### src/rtl/tc_pkg.sv
package tc_pkg;
  localparam int ADDR_W = 8;

  localparam logic [ADDR_W-1:0] A_CTRL = 8'h00;
  localparam logic [ADDR_W-1:0] A_MODE = 8'h04;
  localparam logic [ADDR_W-1:0] A_CNT  = 8'h10;
  localparam logic [ADDR_W-1:0] A_CMPA = 8'h14;
  localparam logic [ADDR_W-1:0] A_CMPB = 8'h18;
  localparam logic [ADDR_W-1:0] A_CMPC = 8'h1C;
  localparam logic [ADDR_W-1:0] A_STAT = 8'h20;
  localparam logic [ADDR_W-1:0] A_IEN  = 8'h24;

  // control register bits
  localparam int CTL_START = 0;
  localparam int CTL_STOP  = 1;
  localparam int CTL_TRIG  = 2;

  // mode register bits
  localparam int MD_WAVE = 0;
  localparam int MD_CRST = 1;
  localparam int MD_EDA  = 4;
  localparam int MD_EDB  = 6;

  // status bits
  localparam int ST_W   = 4;
  localparam int ST_OVF = 0;
  localparam int ST_A   = 1;
  localparam int ST_B   = 2;
  localparam int ST_C   = 3;

  typedef enum logic [1:0] {
    EDGE_NONE = 2'b00,
    EDGE_RISE = 2'b01,
    EDGE_FALL = 2'b10,
    EDGE_BOTH = 2'b11
  } edge_sel_e;
endpackage

### src/rtl/tc_edge_sync.sv
module tc_edge_sync
  import tc_pkg::*;
#(
  parameter int STAGES = 2
) (
  input  logic      clk,
  input  logic      rst_n,
  input  logic      din,
  input  edge_sel_e sel_a,
  input  edge_sel_e sel_b,
  output logic      hit_a,
  output logic      hit_b
);
  logic [STAGES-1:0] sync_q;
  logic              prev_q;
  logic              rise, fall;

  always_ff @(posedge clk or negedge rst_n) begin
    if (!rst_n) begin
      sync_q <= '0;
      prev_q <= 1'b0;
    end else begin
      sync_q <= {sync_q[STAGES-2:0], din};
      prev_q <= sync_q[STAGES-1];
    end
  end

  assign rise = sync_q[STAGES-1] & ~prev_q;
  assign fall = ~sync_q[STAGES-1] & prev_q;

  function automatic logic pick(edge_sel_e s, logic r, logic f);
    case (s)
      EDGE_RISE: pick = r;
      EDGE_FALL: pick = f;
      EDGE_BOTH: pick = r | f;
      default:   pick = 1'b0;
    endcase
  endfunction

  assign hit_a = pick(sel_a, rise, fall);
  assign hit_b = pick(sel_b, rise, fall);
endmodule

### src/rtl/tc_counter.sv
module tc_counter #(
  parameter int CNT_W = 16
) (
  input  logic             clk,
  input  logic             rst_n,
  input  logic             tick,
  input  logic             run,
  input  logic             clr,
  input  logic             c_rst_en,
  input  logic [CNT_W-1:0] cmp_a,
  input  logic [CNT_W-1:0] cmp_b,
  input  logic [CNT_W-1:0] cmp_c,
  output logic [CNT_W-1:0] cnt,
  output logic             m_a,
  output logic             m_b,
  output logic             m_c,
  output logic             wrap
);
  localparam logic [CNT_W-1:0] ALL_ONES = {CNT_W{1'b1}};

  logic adv;
  logic c_restart;

  assign adv       = tick & run;
  assign m_a       = adv && (cnt == cmp_a);
  assign m_b       = adv && (cnt == cmp_b);
  assign m_c       = adv && (cnt == cmp_c);
  assign c_restart = c_rst_en & m_c;
  assign wrap      = adv && !clr && !c_restart && (cnt == ALL_ONES);

  always_ff @(posedge clk or negedge rst_n) begin
    if (!rst_n)         cnt <= '0;
    else if (clr)       cnt <= '0;
    else if (c_restart) cnt <= '0;
    else if (adv)       cnt <= cnt + CNT_W'(1);
  end
endmodule

### src/rtl/tc_wavegen.sv
module tc_wavegen (
  input  logic clk,
  input  logic rst_n,
  input  logic wave_en,
  input  logic m_a,
  input  logic m_b,
  input  logic m_c,
  output logic wave_a,
  output logic wave_b
);
  always_ff @(posedge clk or negedge rst_n) begin
    if (!rst_n) begin
      wave_a <= 1'b0;
      wave_b <= 1'b0;
    end else if (!wave_en) begin
      wave_a <= 1'b0;
      wave_b <= 1'b0;
    end else begin
      if (m_c)      wave_a <= 1'b0;
      else if (m_a) wave_a <= 1'b1;
      if (m_c)      wave_b <= 1'b0;
      else if (m_b) wave_b <= ~wave_b;
    end
  end
endmodule

### src/rtl/capwave_timer.sv
module capwave_timer
  import tc_pkg::*;
#(
  parameter int CNT_W       = 16,
  parameter int SYNC_STAGES = 2
) (
  input  logic              clk,
  input  logic              rst_n,
  input  logic              cnt_en,
  input  logic              ext_sync,
  input  logic              sig_in,
  input  logic              bus_wr,
  input  logic              bus_rd,
  input  logic [ADDR_W-1:0] bus_addr,
  input  logic [CNT_W-1:0]  bus_wdata,
  output logic [CNT_W-1:0]  bus_rdata,
  output logic              wave_a_o,
  output logic              wave_b_o,
  output logic              irq_o
);
  logic             run_q, wave_q, crst_q;
  edge_sel_e        eda_q, edb_q;
  logic [CNT_W-1:0] cmp_a_q, cmp_b_q, cmp_c_q;
  logic [ST_W-1:0]  stat_q, ie_q, stat_set;
  logic [CNT_W-1:0] cnt_q;
  logic             m_a, m_b, m_c, wrap;
  logic             hit_a, hit_b, cap_a, cap_b;
  logic             swtrg, clr;
  logic             wr_ctrl, wr_mode, wr_a, wr_b, wr_c, wr_ie, rd_stat;

  assign wr_ctrl = bus_wr && (bus_addr == A_CTRL);
  assign wr_mode = bus_wr && (bus_addr == A_MODE);
  assign wr_a    = bus_wr && (bus_addr == A_CMPA);
  assign wr_b    = bus_wr && (bus_addr == A_CMPB);
  assign wr_c    = bus_wr && (bus_addr == A_CMPC);
  assign wr_ie   = bus_wr && (bus_addr == A_IEN);
  assign rd_stat = bus_rd && (bus_addr == A_STAT);

  assign swtrg = wr_ctrl & bus_wdata[CTL_TRIG];
  assign clr   = swtrg | ext_sync;

  tc_edge_sync #(.STAGES(SYNC_STAGES)) u_edge (
    .clk   (clk),
    .rst_n (rst_n),
    .din   (sig_in),
    .sel_a (eda_q),
    .sel_b (edb_q),
    .hit_a (hit_a),
    .hit_b (hit_b)
  );

  tc_counter #(.CNT_W(CNT_W)) u_cnt (
    .clk      (clk),
    .rst_n    (rst_n),
    .tick     (cnt_en),
    .run      (run_q),
    .clr      (clr),
    .c_rst_en (crst_q),
    .cmp_a    (cmp_a_q),
    .cmp_b    (cmp_b_q),
    .cmp_c    (cmp_c_q),
    .cnt      (cnt_q),
    .m_a      (m_a),
    .m_b      (m_b),
    .m_c      (m_c),
    .wrap     (wrap)
  );

  tc_wavegen u_wave (
    .clk     (clk),
    .rst_n   (rst_n),
    .wave_en (wave_q),
    .m_a     (m_a),
    .m_b     (m_b),
    .m_c     (m_c),
    .wave_a  (wave_a_o),
    .wave_b  (wave_b_o)
  );

  assign cap_a = hit_a & ~wave_q;
  assign cap_b = hit_b & ~wave_q;

  // control and mode
  always_ff @(posedge clk or negedge rst_n) begin
    if (!rst_n) begin
      run_q  <= 1'b0;
      wave_q <= 1'b0;
      crst_q <= 1'b0;
      eda_q  <= EDGE_NONE;
      edb_q  <= EDGE_NONE;
      ie_q   <= '0;
    end else begin
      if (wr_ctrl) begin
        if (bus_wdata[CTL_STOP])       run_q <= 1'b0;
        else if (bus_wdata[CTL_START]) run_q <= 1'b1;
      end
      if (wr_mode) begin
        wave_q <= bus_wdata[MD_WAVE];
        crst_q <= bus_wdata[MD_CRST];
        eda_q  <= edge_sel_e'(bus_wdata[MD_EDA+1:MD_EDA]);
        edb_q  <= edge_sel_e'(bus_wdata[MD_EDB+1:MD_EDB]);
      end
      if (wr_ie) ie_q <= bus_wdata[ST_W-1:0];
    end
  end

  // compare/capture registers
  always_ff @(posedge clk or negedge rst_n) begin
    if (!rst_n) begin
      cmp_a_q <= '0;
      cmp_b_q <= '0;
      cmp_c_q <= '0;
    end else begin
      if (cap_a)               cmp_a_q <= cnt_q;
      else if (wr_a && wave_q) cmp_a_q <= bus_wdata;
      if (cap_b)               cmp_b_q <= cnt_q;
      else if (wr_b && wave_q) cmp_b_q <= bus_wdata;
      if (wr_c)                cmp_c_q <= bus_wdata;
    end
  end

  // event flags
  always_comb begin
    stat_set         = '0;
    stat_set[ST_OVF] = wrap;
    stat_set[ST_A]   = wave_q ? m_a : cap_a;
    stat_set[ST_B]   = wave_q ? m_b : cap_b;
    stat_set[ST_C]   = m_c;
  end

  always_ff @(posedge clk or negedge rst_n) begin
    if (!rst_n) stat_q <= '0;
    else        stat_q <= (rd_stat ? '0 : stat_q) | stat_set;
  end

  assign irq_o = |(stat_q & ie_q);

  always_comb begin
    bus_rdata = '0;
    case (bus_addr)
      A_CTRL:  bus_rdata = CNT_W'(run_q);
      A_MODE:  bus_rdata = CNT_W'({edb_q, eda_q, 2'b00, crst_q, wave_q});
      A_CNT:   bus_rdata = cnt_q;
      A_CMPA:  bus_rdata = cmp_a_q;
      A_CMPB:  bus_rdata = cmp_b_q;
      A_CMPC:  bus_rdata = cmp_c_q;
      A_STAT:  bus_rdata = CNT_W'(stat_q);
      A_IEN:   bus_rdata = CNT_W'(ie_q);
      default: bus_rdata = '0;
    endcase
  end
endmodule

### config.mk
export PLATFORM = sky130hd
export DESIGN_NAME = capwave_timer
export DESIGN_NICKNAME = d
export VERILOG_FILES = /design/src/rtl/tc_pkg.sv /design/src/rtl/tc_edge_sync.sv /design/src/rtl/tc_counter.sv /design/src/rtl/tc_wavegen.sv /design/src/rtl/capwave_timer.sv
export SDC_FILE = /design/constraint.sdc
export NUM_CORES = 1
export LEC_CHECK = 0
export ABC_AREA = 1
export BUFFER_PORTS_ARGS = -buffer_cell sky130_fd_sc_hd__buf_2
export CORE_AREA = 2 2 127 92
export CTS_CLUSTER_DIAMETER = 40
export DETAILED_ROUTE_END_ITERATION = 10
export DIE_AREA = 0 0 129 94
export PLACE_DENSITY = 0.65
export SLEW_MARGIN = 10
export SYNTH_ARGS = -nofsm -noshare
export SYNTH_HDL_FRONTEND = slang
export SYNTH_SLANG_ARGS = --single-unit
### constraint.sdc
create_clock -name clk -period 3.8 [get_ports clk]
set_input_delay 0.38 -clock clk [delete_from_list [all_inputs] [get_ports clk]]
set_output_delay 0.38 -clock clk [all_outputs]
set_load 0.05 [all_outputs]
* Yosys cells after proc, flatten, opt, wreduce, memory -nomap -nowiden *
Cells that the tools add are included.

word-level totals
  register bits = 84
  input bits = 31
  output and inout port bits = 19
  word-level logic and storage cells = 95

cells by class
  add/subtract/negate cells = 1
  equal/unequal tests = 19
  multiplexer cells = 21
  bitwise gates (word level) = 15
  reductions and logical operators = 24

operators by type and width
  operator               count
  $pmux 16 s8            1
  $mux 16                7
  $eq 16x16->1           3
  $eq 8x5->1 const B     4
  $add 16x1->16 const B  1
  $eq 16x16->1 const B   1
  $eq 8x6->1 const B     2
  $logic_and 1x1->1      15
  $mux 1                 10
  $eq 2x2->1 const B     4
  $eq 8x3->1 const B     1
  $logic_not 8->1        1
  $and 1x1->1            7
  $ne 3x1->1 const B     2
  $pmux 1 s3             2
  $reduce_bool 2->1      3
  $and 4x4->4            1
  $eq 2x1->1 const B     2
  $mux 4                 1
  $not 1->1              4
  $or 4x4->4             1
  $reduce_or 4->1        1
  $reduce_bool 3->1      1
  $logic_not 1->1        2
  2 further kinds        3

* Depth between registers and ports, before layout *
  word-level depth = 9
  mapped depth = 11
  depth with buffers taken out = 9

* Cells and area by module *
A second synthesis with hierarchy kept.

unflattened totals
  cells, all modules = 871
  area total of the unflattened synthesis = 5,806.8 µm²

modules (own cells, without submodules)
  module         instances  cells an instance  area each (µm²)  seq. area each (µm²)
  capwave_timer  1          538                3,726.1          1,576.5
  tc_counter     1          303                1,833.0          400.4
  tc_edge_sync   1          20                 166.4            75.1
  tc_wavegen     1          10                 81.3             50.0

* Least setup slack after synthesis *
No wires, ideal clock.

  kind = input port to output port
  start = in bus_addr[7]
  end = out bus_rdata[10]
  data arrival time = 2,172 ps
  data required time = 3,420 ps
  setup slack = 1,248 ps
  stages on the path = 6
  buffers on the path = 1
  cell sequence = nor2_1 nand3_2 inv_2 nand4_2 clkbuf_1 o21ai_0

on the way
  cells in the longest elaborated chain, start to end = 2
  elaborated cells between the ends (all ways) = 9
  those cells by class = eq/ne (7); mux (1); reduce/logical (1)

ends and longest elaborated chain
  item                                line                  text
  from (decl)                         capwave_timer.sv:14   input logic [ADDR_W-1:0] bus_addr,
  $eq 8x6->1 (tied with other cells)  capwave_timer.sv:140  case (bus_addr)
  $pmux 16 s8 *                       capwave_timer.sv:140
  to (decl)                           capwave_timer.sv:16   output logic [CNT_W-1:0] bus_rdata,

Every way passes the cells marked *; elsewhere a longest branch is shown, timed or not.

* Worst setup path after layout *
  start = in bus_addr[7]
  end = out bus_rdata[6]

The elaborated chain is that of the path after synthesis.

==> Implementation_results.wiki <==
{| class="wikitable"
! Metric !! Value
|-
| Largest stage delay, worst path || 0.44 ns
|-
| N_diodes || 0
|-
| Most frequent cells in the layout || 222 x nand2_1, 96 x inv_1, 84 x dfrtp_1
|-
| Average vias per placed instance || 5.411
|-
| Max capacitance violation total || 0
|-
| CP Capture Type || primary output
|-
| Total number of vias || 5184
|-
| Kind of cell with the highest combined delay on the critical path || simple AND/OR/NAND/NOR gates
|-
| Synthesis warning total || 0
|-
| FMAX || 379.7 MHz
|-
| Layout filler cell count || 1073
|-
| Setup crit start kind || input pin
|-
| Worst vdd ir || 228.6 uV
|-
| I/O pin total || 50
|-
| Critical Path AT || 2.25 ns
|-
| Clock buffers created by TritonCTS || 9
|-
| Fin. max-slew vios || 0
|-
| CTS H-tree depth || 3
|-
| Bufs and invs on worst path || 4
|-
| Detailed Place HPWL || 11440 um
|-
| Static Leak || 2.887 nW
|-
| Number of global-route vias before repair || 4730
|-
| Global-route wire length before repair || 25160 um
|-
| Clock Path Buffers || 2
|-
| Initial DRC count || 461
|-
| Multi-input logic area || 2644 um2
|-
| CTS Root Cell || clkbuf_16
|-
| Depth of the worst register-to-register path || 10
|-
| Crit path max fanout || 13
|-
| Final total power || 0.002767 W
|-
| Setup repair after global routing missed its margin || no
|-
| Kind of critical path || input pin to primary output
|-
| CTS sink cnt || 84
|-
| Leading cell type in the layout, fill and taps excluded || nand2_1
|-
| Met2 layer wire length in the routed design || 6658 um
|-
| Routed wire length per instance || 16.65 um
|-
| Post-CTS Setup Inserts || 0
|-
| Area grow syn2layout || 11.35%
|-
| CORE AREA || 10850 um2
|-
| CTS Hold Bufs || 0
|-
| Netlist Area Pre-Place || 5325 um2
|-
| Width of the die || 129 um
|-
| Distinct cell type count of the synthesized netlist || 33
|-
| Total stage count of the critical path || 9
|-
| DRC violations left || 0
|-
| Top routing layer in use || met4
|-
| Final hold vios || 0
|-
| Top cells by area, synth || dfrtp_1 39%, nand2_1 16%, o21ai_0 6.9%, inv_1 6.8%, nor2_1 4.9%
|-
| Synthesized instance count || 763
|-
| Cell row count || 32
|-
| Cell-by-cell listing of the critical path || buf_2 -> nor2_1 -> nand3_2 -> inv_2 -> nand4_2 -> inv_1 -> nand2_1 -> nand3_1 -> buf_2
|-
| Synthesized flop and latch total || 84
|-
| Post-layout nets || 834
|-
| Avg Synthesized Cell Area || 6.979 um2
|-
| Detailed-routing iteration count for the pre-antenna-repair pass || 5
|-
| Hold Path Class || input pin to register
|-
| Fraction of final layout cells with drive strength greater than 1 || 0.1242
|-
| Weighted congestion reported at the end of routability-driven placement || 0.8921
|-
| Fraction of synthesized cell area taken by the top area cell type || 0.3947
|-
| Number of antenna violations at the first check in global routing || 0
|-
| Grt ovf || 0
|-
| Slowest-stage cell, CP || nand4_2
|-
| Worst Path Required || 3.42 ns
|-
| Clock transition at path regs || 0.06 ns
|-
| Die height || 94 um
|-
| Post-synthesis net count || 797
|-
| TritonCTS clock tree || yes
|-
| Number of cells traversed by the worst hold path || 1
|-
| Remaining number of nets flagged by the antenna check after routing || 0
|-
| Slew HR || 0.3884
|-
| Port Buffers || 49
|-
| Worst-case clock skew || 0.005865 ns
|-
| Total of cells resized after clock tree synthesis || 0
|-
| Largest net degree at the start of global routing || 70
|-
| Actual transition at the worst max-transition pin || 0.9174 ns
|-
| Power per unit of standard cell area || 466.6 nW/um2
|-
| Tmin final || 2.633 ns
|-
| Wire length on met3 || 1390 um
|-
| Area of the die || 12130 um2
|-
| Period utilization || 0.6930
|-
| Post-synthesis cell type with the largest combined area || dfrtp_1
|-
| Initial Util || 0.4908
|-
| DRT met1 WL || 7757 um
|-
| Result of the run || finished, final reports clean
|-
| Sequential element share of the synthesized area || 0.3947
|-
| Number of setup violations in the final report || 0
|-
| Library cell appearing most often on the critical path || buf_2
|-
| Final routed wirelength across all metal layers || 15950 um
|-
| All-Layer GR Usage || 0.2734
|-
| Sequential cell area in the final layout || 2102 um2
|-
| Clock latency on the worst-skew pair || 0.34 ns
|-
| Fin Setup TNS || 0 ns
|}
-- where the power goes --
group | internal, W | total [W] | switching, W
clock network | 0.000547 | 0.000911 | 0.000363
logic | 0.000222 | 0.000632 | 0.000411
registers | 0.00108 | 0.00122 | 0.000142
-- worst reg2reg max path: cells and delay by family, from the launching register on --
family | cells | cell delay, ns
AO/OA/AOI/OAI | 3 | 0.59
adder cells (fa/ha/maj) | 1 | 0.21
buffers and inverters | 3 | 0.70
flip-flops | 1 | 0.36
AND/OR/NAND/NOR | 3 | 0.22
-- per-stage QoR --
step / setup slack (ns) / std cells / instance area (um2) / hold WS (ns) / utilization
6_report: 1.167 / 958 / 5929 / 0.1447 / 0.5465
5_1_grt: 1.020 / 958 / 5929 / 0.1387 / 0.5465
4_1_cts: 1.191 / 958 / 5929 / 0.1406 / 0.5465
3_5_place_dp: 1.192 / 942 / 5632 / 0.3427 / 0.5190
3_3_place_gp: 1.246 / 942 / 5632 / 0.3350 / 0.5190
2_1_floorplan: 1.248 / 763 / 5325 / 0.08441 / -
-- layer usage --
layer	global-route usage	vias up
li1	-	2526
met1	0.4175	2419
met2	0.3933	225
met3	0.05638	14
met4	0.06612	0
met5	0	-
-- path summary, 6_finish.rpt --
check,startpoint,slack [ns],end
setup / recovery,bus_addr[7],1.17,bus_rdata[6]
hold / removal,sig_in,0.14,u_edge.sync_q[0]
setup reg to reg,u_edge.prev_q,1.60,cmp_a_q[7]
hold reg to reg,u_edge.sync_q[0],0.35,u_edge.sync_q[1]
max in group asynchronous,rst_n,2.85,u_cnt.cnt[15]
min in group asynchronous,rst_n,0.16,cmp_c_q[10]
-- kinds of logic (layout without fill, tap and decap cells) --
logic type,after synthesis,after routing,share of synthesized area
and+or+nand+nor,359,359,0.2850
buffers and inverters,136,178,0.1088
adders and majority gates,3,3,0.007050
DFF,84,84,0.3947
AOI/OAI and AO/OA,160,160,0.1699
xor gates and xnor gates,21,21,0.03454
-- synth_stat cells (all sizes together) --
cell type and n:
a21boi 1, o21a 2, nor3 14, o22ai 20, nor4 3, nor2 69
clkbuf 4, o211ai 9, a21oi 31, nand3 26, ha 3, buf 25
xor2 13, nand2 227, dfrtp 84, nand4 19, xnor2 8, nand3b 1
inv 107, o21ai 97
-- final cells by class --
type | count | area share
repair buffers | 55 | 0.04938
clock buffers | 15 | 0.04516
inverters | 107 | 0.06774
multi-input cells | 543 | 0.4459
flip-flops and latches | 84 | 0.3545
clock inverters | 1 | 0.005064
well taps | 153 | 0.03229
-- state kept, by name (all words and copies together) (netlist names), 2 cells and up --
signal,count
edb_q,2
cmp_c_q,16
eda_q,2
ie_q,4
u_edge.sync_q,2
cmp_a_q,16
cmp_b_q,16
u_cnt.cnt,16
stat_q,4
(Power assumes the default switching activity.)
